==> config.mk <==
export PLATFORM = sky130hd
export DESIGN_NAME = flash_seq_ctrl
export DESIGN_NICKNAME = d
export VERILOG_FILES = /design/src/rtl/flash_seq_pkg.sv /design/src/rtl/fsq_rst_sync.sv /design/src/rtl/fsq_timer.sv /design/src/rtl/fsq_array.sv /design/src/rtl/fsq_sequencer.sv /design/src/rtl/flash_seq_ctrl.sv
export SDC_FILE = /design/constraint.sdc
export NUM_CORES = 2
export LEC_CHECK = 0
export ABC_AREA = 1
export BUFFER_PORTS_ARGS = -buffer_cell sky130_fd_sc_hd__buf_2
export CAP_MARGIN = 40
export CORE_ASPECT_RATIO = 1.4
export CORE_UTILIZATION = 35
export DETAILED_ROUTE_END_ITERATION = 10
export SYNTH_ARGS = -nofsm -noshare
export SYNTH_HDL_FRONTEND = slang
export SYNTH_HIERARCHICAL = 1
export SYNTH_SLANG_ARGS = --single-unit
export TNS_END_PERCENT = 30
==> constraint.sdc <==
create_clock -name clk -period 63.2 [get_ports clk]
set_clock_uncertainty 0.2 [all_clocks]
set_input_delay 0 -clock clk [delete_from_list [all_inputs] [get_ports clk]]
set_output_delay 0 -clock clk [all_outputs]
set_load 0.01 [all_outputs]
==> src/rtl/flash_seq_pkg.sv <==
package flash_seq_pkg;

  typedef enum logic [3:0] {
    S_IDLE, S_P_ARM, S_P_LATCH, S_P_NVS, S_P_HV,
    S_E_ARM, S_E_LATCH, S_E_NVS, S_E_HV, S_E_NVH, S_REC
  } seq_state_e;

  // control register bit positions
  localparam int CB_PGM   = 0;
  localparam int CB_ERASE = 1;
  localparam int CB_MASS  = 2;
  localparam int CB_HV    = 3;

  localparam logic [3:0] CTL_NONE   = 4'b0000;
  localparam logic [3:0] CTL_PGM    = 4'b0001;
  localparam logic [3:0] CTL_PGM_HV = 4'b1001;
  localparam logic [3:0] CTL_EM     = 4'b0110;
  localparam logic [3:0] CTL_EM_HV  = 4'b1110;
  localparam logic [3:0] CTL_HV     = 4'b1000;

  // register offsets within register space
  localparam int REG_CTL  = 0;
  localparam int REG_PROT = 1;
  localparam int REG_STAT = 2;

  // cycles = ceil(hz * num / den)
  function automatic longint unsigned cyc_ceil(longint unsigned hz,
                                               longint unsigned num,
                                               longint unsigned den);
    return (hz * num + den - 1) / den;
  endfunction

endpackage

==> src/rtl/fsq_rst_sync.sv <==
module fsq_rst_sync (
  input  logic clk,
  input  logic rst_n_a,
  output logic rst_n_s
);
  logic [1:0] sync_q;

  always_ff @(posedge clk or negedge rst_n_a) begin
    if (!rst_n_a) sync_q <= 2'b00;
    else          sync_q <= {sync_q[0], 1'b1};
  end

  assign rst_n_s = sync_q[1];
endmodule

==> src/rtl/fsq_timer.sv <==
module fsq_timer #(
  parameter int CNT_W = 16
) (
  input  logic             clk,
  input  logic             rst_n,
  input  logic             restart,
  output logic [CNT_W-1:0] cnt
);
  localparam logic [CNT_W-1:0] CNT_MAX = '1;

  logic [CNT_W-1:0] cnt_q, cnt_d;

  always_comb begin
    if (restart)             cnt_d = CNT_W'(1);
    else if (cnt_q == CNT_MAX) cnt_d = cnt_q;
    else                     cnt_d = cnt_q + CNT_W'(1);
  end

  always_ff @(posedge clk or negedge rst_n) begin
    if (!rst_n) cnt_q <= '0;
    else        cnt_q <= cnt_d;
  end

  assign cnt = cnt_q;
endmodule

==> src/rtl/fsq_array.sv <==
module fsq_array #(
  parameter int AW = 8
) (
  input  logic          clk,
  input  logic          rst_n,
  input  logic [AW-1:0] addr,
  input  logic [7:0]    wdata,
  input  logic          prog_en,
  input  logic          erase_en,
  output logic [7:0]    rd_byte
);
  localparam int DEPTH = 1 << AW;

  logic [7:0] mem [DEPTH];

  for (genvar gi = 0; gi < DEPTH; gi++) begin : g_cell
    logic [7:0] cell_q, cell_d;
    logic       hit, cell_en;

    assign hit     = prog_en && (addr == AW'(gi)) && (cell_q == 8'hFF);
    assign cell_en = erase_en || hit;

    always_comb begin
      if (erase_en) cell_d = 8'hFF;
      else          cell_d = wdata;
    end

    always_ff @(posedge clk or negedge rst_n) begin
      if (!rst_n)       cell_q <= 8'hFF;
      else if (cell_en) cell_q <= cell_d;
    end

    assign mem[gi] = cell_q;
  end

  assign rd_byte = mem[addr];


  keep_nonblank_chk: assert property (@(posedge clk) disable iff (!rst_n)
    (prog_en && !erase_en && rd_byte != 8'hFF) |=> (mem[$past(addr)] == $past(rd_byte)));


  erase_all_chk: assert property (@(posedge clk) disable iff (!rst_n)
    erase_en |=> (mem[0] == 8'hFF && mem[DEPTH-1] == 8'hFF && mem[DEPTH-2] == 8'hFF));
endmodule

==> src/rtl/fsq_sequencer.sv <==
module fsq_sequencer
  import flash_seq_pkg::*;
#(
  parameter longint unsigned CLK_HZ = 8_000_000,
  parameter int CNT_W = 16,
  parameter int RW    = 3
) (
  input  logic             clk,
  input  logic             rst_n,
  input  logic             ctl_wr,
  input  logic [3:0]       ctl_val,
  input  logic             prot_rd,
  input  logic             prot_ok,
  input  logic             arr_wr,
  input  logic [RW-1:0]    arr_row,
  input  logic [CNT_W-1:0] cnt,
  output logic [3:0]       ctl_q,
  output logic             busy,
  output logic             cnt_restart,
  output logic             err_set,
  output logic             prog_en,
  output logic             erase_en
);
  localparam logic [CNT_W-1:0] T_NVS  = CNT_W'(cyc_ceil(CLK_HZ, 10, 1_000_000));
  localparam logic [CNT_W-1:0] T_PGS  = CNT_W'(cyc_ceil(CLK_HZ, 5, 1_000_000));
  localparam logic [CNT_W-1:0] T_ME   = CNT_W'(cyc_ceil(CLK_HZ, 4, 1_000));
  localparam logic [CNT_W-1:0] T_NVHL = CNT_W'(cyc_ceil(CLK_HZ, 100, 1_000_000));
  localparam logic [CNT_W-1:0] T_RCV  = CNT_W'(cyc_ceil(CLK_HZ, 1, 1_000_000));

  seq_state_e    st_q, st_d;
  logic [3:0]    ctl_d;
  logic [RW-1:0] row_q, row_d;
  logic          abort;

  always_comb begin
    st_d        = st_q;
    ctl_d       = ctl_q;
    row_d       = row_q;
    cnt_restart = 1'b0;
    err_set     = 1'b0;
    prog_en     = 1'b0;
    erase_en    = 1'b0;
    abort       = 1'b0;
    unique case (st_q)
      S_IDLE: begin
        if (ctl_wr) begin
          if (ctl_val == CTL_PGM) begin
            st_d  = S_P_ARM;
            ctl_d = CTL_PGM;
          end else if (ctl_val == CTL_EM) begin
            if (prot_ok) begin
              st_d  = S_E_ARM;
              ctl_d = CTL_EM;
            end else begin
              err_set = 1'b1;
            end
          end else if (ctl_val != CTL_NONE) begin
            err_set = 1'b1;
          end
        end
      end
      S_P_ARM, S_E_ARM: begin
        if (ctl_wr || arr_wr) abort = 1'b1;
        else if (prot_rd)     st_d = (st_q == S_P_ARM) ? S_P_LATCH : S_E_LATCH;
      end
      S_P_LATCH, S_E_LATCH: begin
        if (ctl_wr) begin
          abort = 1'b1;
        end else if (arr_wr) begin
          row_d       = arr_row;
          cnt_restart = 1'b1;
          st_d        = (st_q == S_P_LATCH) ? S_P_NVS : S_E_NVS;
        end
      end
      S_P_NVS: begin
        if (arr_wr) begin
          abort = 1'b1;
        end else if (ctl_wr) begin
          if (ctl_val == CTL_PGM_HV && cnt >= T_NVS) begin
            st_d        = S_P_HV;
            ctl_d       = CTL_PGM_HV;
            cnt_restart = 1'b1;
          end else begin
            abort = 1'b1;
          end
        end
      end
      S_P_HV: begin
        if (ctl_wr) begin
          if (ctl_val == CTL_NONE) begin
            st_d        = S_REC;
            ctl_d       = CTL_NONE;
            cnt_restart = 1'b1;
          end else begin
            abort = 1'b1;
          end
        end else if (arr_wr) begin
          if (cnt < T_PGS)           abort   = 1'b1;
          else if (arr_row == row_q) prog_en = 1'b1;
          else                       err_set = 1'b1;
        end
      end
      S_E_NVS: begin
        if (arr_wr) begin
          abort = 1'b1;
        end else if (ctl_wr) begin
          if (ctl_val == CTL_EM_HV && cnt >= T_NVS) begin
            st_d        = S_E_HV;
            ctl_d       = CTL_EM_HV;
            cnt_restart = 1'b1;
          end else begin
            abort = 1'b1;
          end
        end
      end
      S_E_HV: begin
        if (arr_wr) begin
          abort = 1'b1;
        end else if (ctl_wr) begin
          if (ctl_val == CTL_HV && cnt >= T_ME) begin
            st_d        = S_E_NVH;
            ctl_d       = CTL_HV;
            cnt_restart = 1'b1;
          end else begin
            abort = 1'b1;
          end
        end
      end
      S_E_NVH: begin
        if (arr_wr) begin
          abort = 1'b1;
        end else if (ctl_wr) begin
          if (ctl_val == CTL_NONE && cnt >= T_NVHL) begin
            erase_en    = 1'b1;
            st_d        = S_REC;
            ctl_d       = CTL_NONE;
            cnt_restart = 1'b1;
          end else begin
            abort = 1'b1;
          end
        end
      end
      S_REC: begin
        if (ctl_wr || arr_wr) abort = 1'b1;
        else if (cnt >= T_RCV) st_d = S_IDLE;
      end
      default: abort = 1'b1;
    endcase
    if (abort) begin
      st_d        = S_IDLE;
      ctl_d       = CTL_NONE;
      err_set     = 1'b1;
      prog_en     = 1'b0;
      erase_en    = 1'b0;
      cnt_restart = 1'b0;
    end
  end

  always_ff @(posedge clk or negedge rst_n) begin
    if (!rst_n) begin
      st_q  <= S_IDLE;
      ctl_q <= CTL_NONE;
      row_q <= '0;
    end else begin
      st_q  <= st_d;
      ctl_q <= ctl_d;
      row_q <= row_d;
    end
  end

  assign busy = (st_q != S_IDLE);


  early_hv_chk: assert property (@(posedge clk) disable iff (!rst_n)
    (st_q == S_P_NVS && ctl_wr && cnt < T_NVS) |=> (st_q == S_IDLE && ctl_q == CTL_NONE));


  early_data_chk: assert property (@(posedge clk) disable iff (!rst_n)
    (st_q == S_P_HV && arr_wr && !ctl_wr && cnt < T_PGS) |=> (st_q == S_IDLE));


  protect_veto_chk: assert property (@(posedge clk) disable iff (!rst_n)
    (st_q == S_IDLE && ctl_wr && ctl_val == CTL_EM && !prot_ok) |=> (st_q == S_IDLE));


  hv_only_staged_chk: assert property (@(posedge clk) disable iff (!rst_n)
    ctl_q[CB_HV] |-> (st_q == S_P_HV || st_q == S_E_HV || st_q == S_E_NVH));


  erase_after_hold_chk: assert property (@(posedge clk) disable iff (!rst_n)
    erase_en |-> (st_q == S_E_NVH && cnt >= T_NVHL));
endmodule

==> src/rtl/flash_seq_ctrl.sv <==
module flash_seq_ctrl
  import flash_seq_pkg::*;
#(
  parameter longint unsigned CLK_HZ = 8_000_000,
  parameter int ARR_AW = 8,
  parameter int ROW_AW = 5
) (
  input  logic            clk,
  input  logic            rst_n,
  input  logic [ARR_AW:0] bus_addr,
  input  logic [7:0]      bus_wdata,
  input  logic            bus_wr,
  input  logic            bus_rd,
  output logic [7:0]      bus_rdata
);
  localparam int RW = ARR_AW - ROW_AW;
  localparam longint unsigned T_ME_L = cyc_ceil(CLK_HZ, 4, 1_000);
  localparam int CNT_W = $clog2(T_ME_L + 2) + 1;

  logic              rst_n_s;
  logic              is_reg, ctl_hit, prot_hit, stat_hit;
  logic              arr_wr, arr_rd, ctl_wr, prot_rd, prot_wr, err_clr;
  logic [ARR_AW-1:0] off;
  logic [7:0]        prot_q, prot_d, rd_q, rd_d, arr_byte;
  logic              err_q, err_d;
  logic [CNT_W-1:0]  cnt;
  logic [3:0]        ctl_q;
  logic              busy, cnt_restart, err_set, prog_en, erase_en;

  fsq_rst_sync u_rst (.clk(clk), .rst_n_a(rst_n), .rst_n_s(rst_n_s));

  // bus decode
  assign is_reg   = bus_addr[ARR_AW];
  assign off      = bus_addr[ARR_AW-1:0];
  assign ctl_hit  = is_reg && (off == ARR_AW'(REG_CTL));
  assign prot_hit = is_reg && (off == ARR_AW'(REG_PROT));
  assign stat_hit = is_reg && (off == ARR_AW'(REG_STAT));
  assign arr_wr   = bus_wr && !is_reg;
  assign arr_rd   = bus_rd && !is_reg;
  assign ctl_wr   = bus_wr && ctl_hit;
  assign prot_wr  = bus_wr && prot_hit;
  assign prot_rd  = bus_rd && prot_hit;
  assign err_clr  = bus_wr && stat_hit && bus_wdata[1];

  fsq_timer #(.CNT_W(CNT_W)) u_tmr (
    .clk(clk), .rst_n(rst_n_s), .restart(cnt_restart), .cnt(cnt)
  );

  fsq_sequencer #(.CLK_HZ(CLK_HZ), .CNT_W(CNT_W), .RW(RW)) u_seq (
    .clk(clk), .rst_n(rst_n_s),
    .ctl_wr(ctl_wr), .ctl_val(bus_wdata[3:0]),
    .prot_rd(prot_rd), .prot_ok(prot_q == 8'hFF),
    .arr_wr(arr_wr), .arr_row(off[ARR_AW-1:ROW_AW]),
    .cnt(cnt),
    .ctl_q(ctl_q), .busy(busy), .cnt_restart(cnt_restart),
    .err_set(err_set), .prog_en(prog_en), .erase_en(erase_en)
  );

  fsq_array #(.AW(ARR_AW)) u_arr (
    .clk(clk), .rst_n(rst_n_s), .addr(off), .wdata(bus_wdata),
    .prog_en(prog_en), .erase_en(erase_en), .rd_byte(arr_byte)
  );

  // register next state
  always_comb begin
    prot_d = prot_wr ? bus_wdata : prot_q;
    err_d  = err_set || (err_q && !err_clr);
    rd_d   = rd_q;
    if (bus_rd) begin
      if (is_reg) begin
        if (ctl_hit)       rd_d = {4'h0, ctl_q};
        else if (prot_hit) rd_d = prot_q;
        else if (stat_hit) rd_d = {6'b0, err_q, busy};
        else               rd_d = 8'h00;
      end else begin
        rd_d = busy ? 8'hFF : arr_byte;
      end
    end
  end

  always_ff @(posedge clk or negedge rst_n_s) begin
    if (!rst_n_s) begin
      prot_q <= 8'hFF;
      err_q  <= 1'b0;
      rd_q   <= 8'h00;
    end else begin
      prot_q <= prot_d;
      err_q  <= err_d;
      rd_q   <= rd_d;
    end
  end

  assign bus_rdata = rd_q;


  busy_read_blank_chk: assert property (@(posedge clk) disable iff (!rst_n_s)
    (arr_rd && busy) |=> (bus_rdata == 8'hFF));


  err_sticky_chk: assert property (@(posedge clk) disable iff (!rst_n_s)
    (err_q && !err_clr) |=> err_q);
endmodule

==> flow_summary.toml <==
[route]
drtAntennaViolNets = 0
vias = 96400
firstDrtPassIters = 6
wl_per_cell_um = 21.9
wl_um = 403000
remaining_drc_errors = 0
drtIter0Drc = 9257
vias_per_cell = 5.22

[pwr]
power.density_nw_per_um2 = 24.0
p_total_mw = 2.93
leakage_nw = 56.7
combPwrFrac_pct = 7.0
power_switching_share_pct = 25.5
p_sw_mw = 0.748
p_int_mw = 2.18
p_seq_share_pct = 46.3
clkPwrFrac_pct = 46.7
irDropWorstVdd_mv = 0.0214

[setup_path]
cp_max_fo = 206
crit_arrival_ps = 6930
setup.worst_path.start_class = "input pin"
crit_type = "input pin to register"
cp.required_ps = 63770
end_kind = "register"

[floorplan]
dieArea_um2 = 315000
core-area_um2 = 311000
chipHeight_um = 664
fp.dieW_um = 475
start_util_pct = 35.2
boundaryPins = 29
rows = 242

[cts]
clockBufferDepth = 4
post_cts_resized = 0
postCtsSetupBuffers = 0
cts_sinks = 2093
clock_latency_ps = 910
cts_made_buffers = 211
clk_pin_slew_ps = 70
tritoncts = "done"
root_buffer = "clkbuf_16"
h-tree-depth = 4

[timing]
grt_setup_unrepaired = "false"
layout_setup_ws_ps = 56840
setup_violations = 0
drv_slew = 0
finalHoldViolCount = 0
worstMarginPinSlew_ps = 1110
post-route-period-util_pct = 10.1
fin_setup_tns_ps = 0
finalCriticalPeriod_ps = 6360
clock.fmax_mhz = 157
maxSlewHeadroom_pct = 26.0

[logic_synthesis]
ys_ff_latch = 2093
synth_cell_types = 48
ys_seq_area_share_pct = 50.2
async_flop_share_pct = 100
synth.avg_cell_area_um2 = 7.55
synth_area_um2 = 109000
ys_warn_count = 6
ys_top_cells_by_area = "dfstp_2 (49%), nand2_1 (19%), o21ai_0 (6.6%)"
synth_top_area_share_pct = 49.4
synthesis.nets = 14500
synth_ff_type = "dfstp_2"
synth_edf_count = 0
synthCells = 14500
netlist_top_cells_count = "nand2_1 (5660), dfstp_2 (2056), o21ai_0 (1451), nor2_1 (1137), inv_1 (913)"
synth.most_common_cell = "nand2_1"
synth_top_area_cell = "dfstp_2"

[final_layout]
area_growth_pct = 11.6
layout-drive-gt1-share_pct = 20.7
num-nets-final = 14200
fin_area_um2 = 122000
fill_cells = 32200

[global_routing]
grt_pass1_vias = 93100
grt_pass1_wl_um = 600000
grt_max_degree = 215
overflow = 0
grtUsageTotal_pct = 25.1
antenna_found_initial = 13

[status]
status = "finished, final reports clean"

[placement]
dp_hpwl_um = 257000
numPortBuffers = 28
gp_congestion = 0.972
dpl_cell_area_um2 = 114000
place_ws_ps = 57760

[flow_run]
cap_violations = 0

[hold_path]
hp-class = "input pin to register"
-- final cells by class --
cell class              instances  area (um2)  share of cell area, %
multi-input cells           10500       47200                   38.6
well taps                    4148        5190                   4.25
inverters                     974        3720                   3.05
diodes                          7        17.5                 0.0143
clock buffers                 286        6030                   4.94
repair buffers                358        3750                   3.07
flip-flops and latches       2093       55000                   45.0
clock inverters                92        1320                   1.08
-- worst max-delay path, cell delays in order --
cell           delay [ps]
dlygate4sd3_1         620
buf_8                 340
buf_12                500
buf_4                 650
buf_4                 760
o21ai_0               210
nand2_1               110
nand2_1                80
nand2_1                60
nand2_1                60
o21ai_0               600
nand2_1               360
nor2_1                180
nor2_1                 50
nor2_1                270
nand2_1               120
o21ai_0               260
nand4_1               120
dlygate4sd3_1         570
nand2_1                60
nand2_1                50
dlygate4sd3_1         550
-- path summary, 6_finish.rpt --
check | startpoint | cells past startpoint | slack (ps) | end
max in group asynchronous | u_rst/sync_q[1] | 7 | 58180 | u_arr/g_cell[150].cell_q[1]
setup reg to reg | u_rst/sync_q[1] | 7 | 58180 | u_arr/g_cell[150].cell_q[1]
setup / recovery | bus_addr[0] | 22 | 56840 | bus_rdata[1]
min in group asynchronous | rst_n | 4 | 390 | u_rst/sync_q[0]
hold / removal | bus_addr[8] | 5 | 50 | bus_rdata[6]
hold reg to reg | u_rst/sync_q[0] | 0 | 160 | u_rst/sync_q[1]
-- cells in the final DEF (no fill, tap or decap), types with 36 or more instances in the layout --
master         synthesis  routed
a21oi_1              777     777
buf_2                160      39
buf_4                 12     189
clkbuf_16              0     213
clkbuf_8               0      43
dfrtp_1               37      36
dfstp_2             2056    2056
dlygate4sd3_1          0      68
inv_1                913     906
inv_2                 54      49
nand2_1             5660    5660
nand3_1              191     191
nand4_1              458     458
nor2_1              1137    1129
nor3_1                71      70
nor4_1                95      94
o21ai_0             1451    1451
o21ai_1              378     378
o22ai_1               61      61
o41ai_4               71      71
-- state kept, by name (all words and copies together), names as in the netlist --
signal,count
prot_q,8
u_arr/g_cell.cell_q,2048
u_tmr/cnt,16
u_seq/row_q,3
u_seq/ctl_q,3
bus_rdata,8
err_q,1
u_seq/st_q,4
u_rst/sync_q,2
-- routing by layer --
metal,part of all wire [%],vias up,global-route usage (%)
met2,47,3375,41.1
li1,-,45900,-
met5,0.0057,-,0
met1,39,46200,30.6
met4,7.6,4,16.9
met3,6.4,960,3.61
-- timing repair --
action,4_1_cts,5_1_grt
hold buffers,68,0
hold endpoints to repair,966,0
setup endpoints to repair,0,0
-- metrics by stage --
step           utilization (%)  hold WS [ps]  std cells
6_report                  39.3          49.3      18500
5_1_grt                   39.3          70.4      18500
4_1_cts                   39.3          11.5      18400
3_5_place_dp              36.7          -371      18000
3_3_place_gp              36.2          -371      17900
2_1_floorplan                -          -496      14500
-- cells by family (layout without fill, tap and decap cells) --
family	Yosys count	count (layout)	share of synthesized area (%)
buffers and inverters	1900	1710	6.80
XOR/XNOR	4	4	0.0320
adder cells (fa/ha/maj)	1	1	0.0114
flip-flops	2093	2093	50.2
AND/OR/NAND/NOR	7714	7714	28.5
AO/OA/AOI/OAI	2777	2777	14.4
other	1	8	0.00343
-- power groups by stage --
stage	Clock, mW	Combinational (mW)	Sequential [mW]
6_report	1.37	0.205	1.35
5_1_grt	1.44	0.216	1.35
3_5_place_dp	0	0.198	1.37
4_1_cts	1.39	0.202	1.35
2_1_floorplan	0	0.0904	1.38
3_3_place_gp	0	0.190	1.37
No activity file was read; power rests on OpenSTA's default activity.
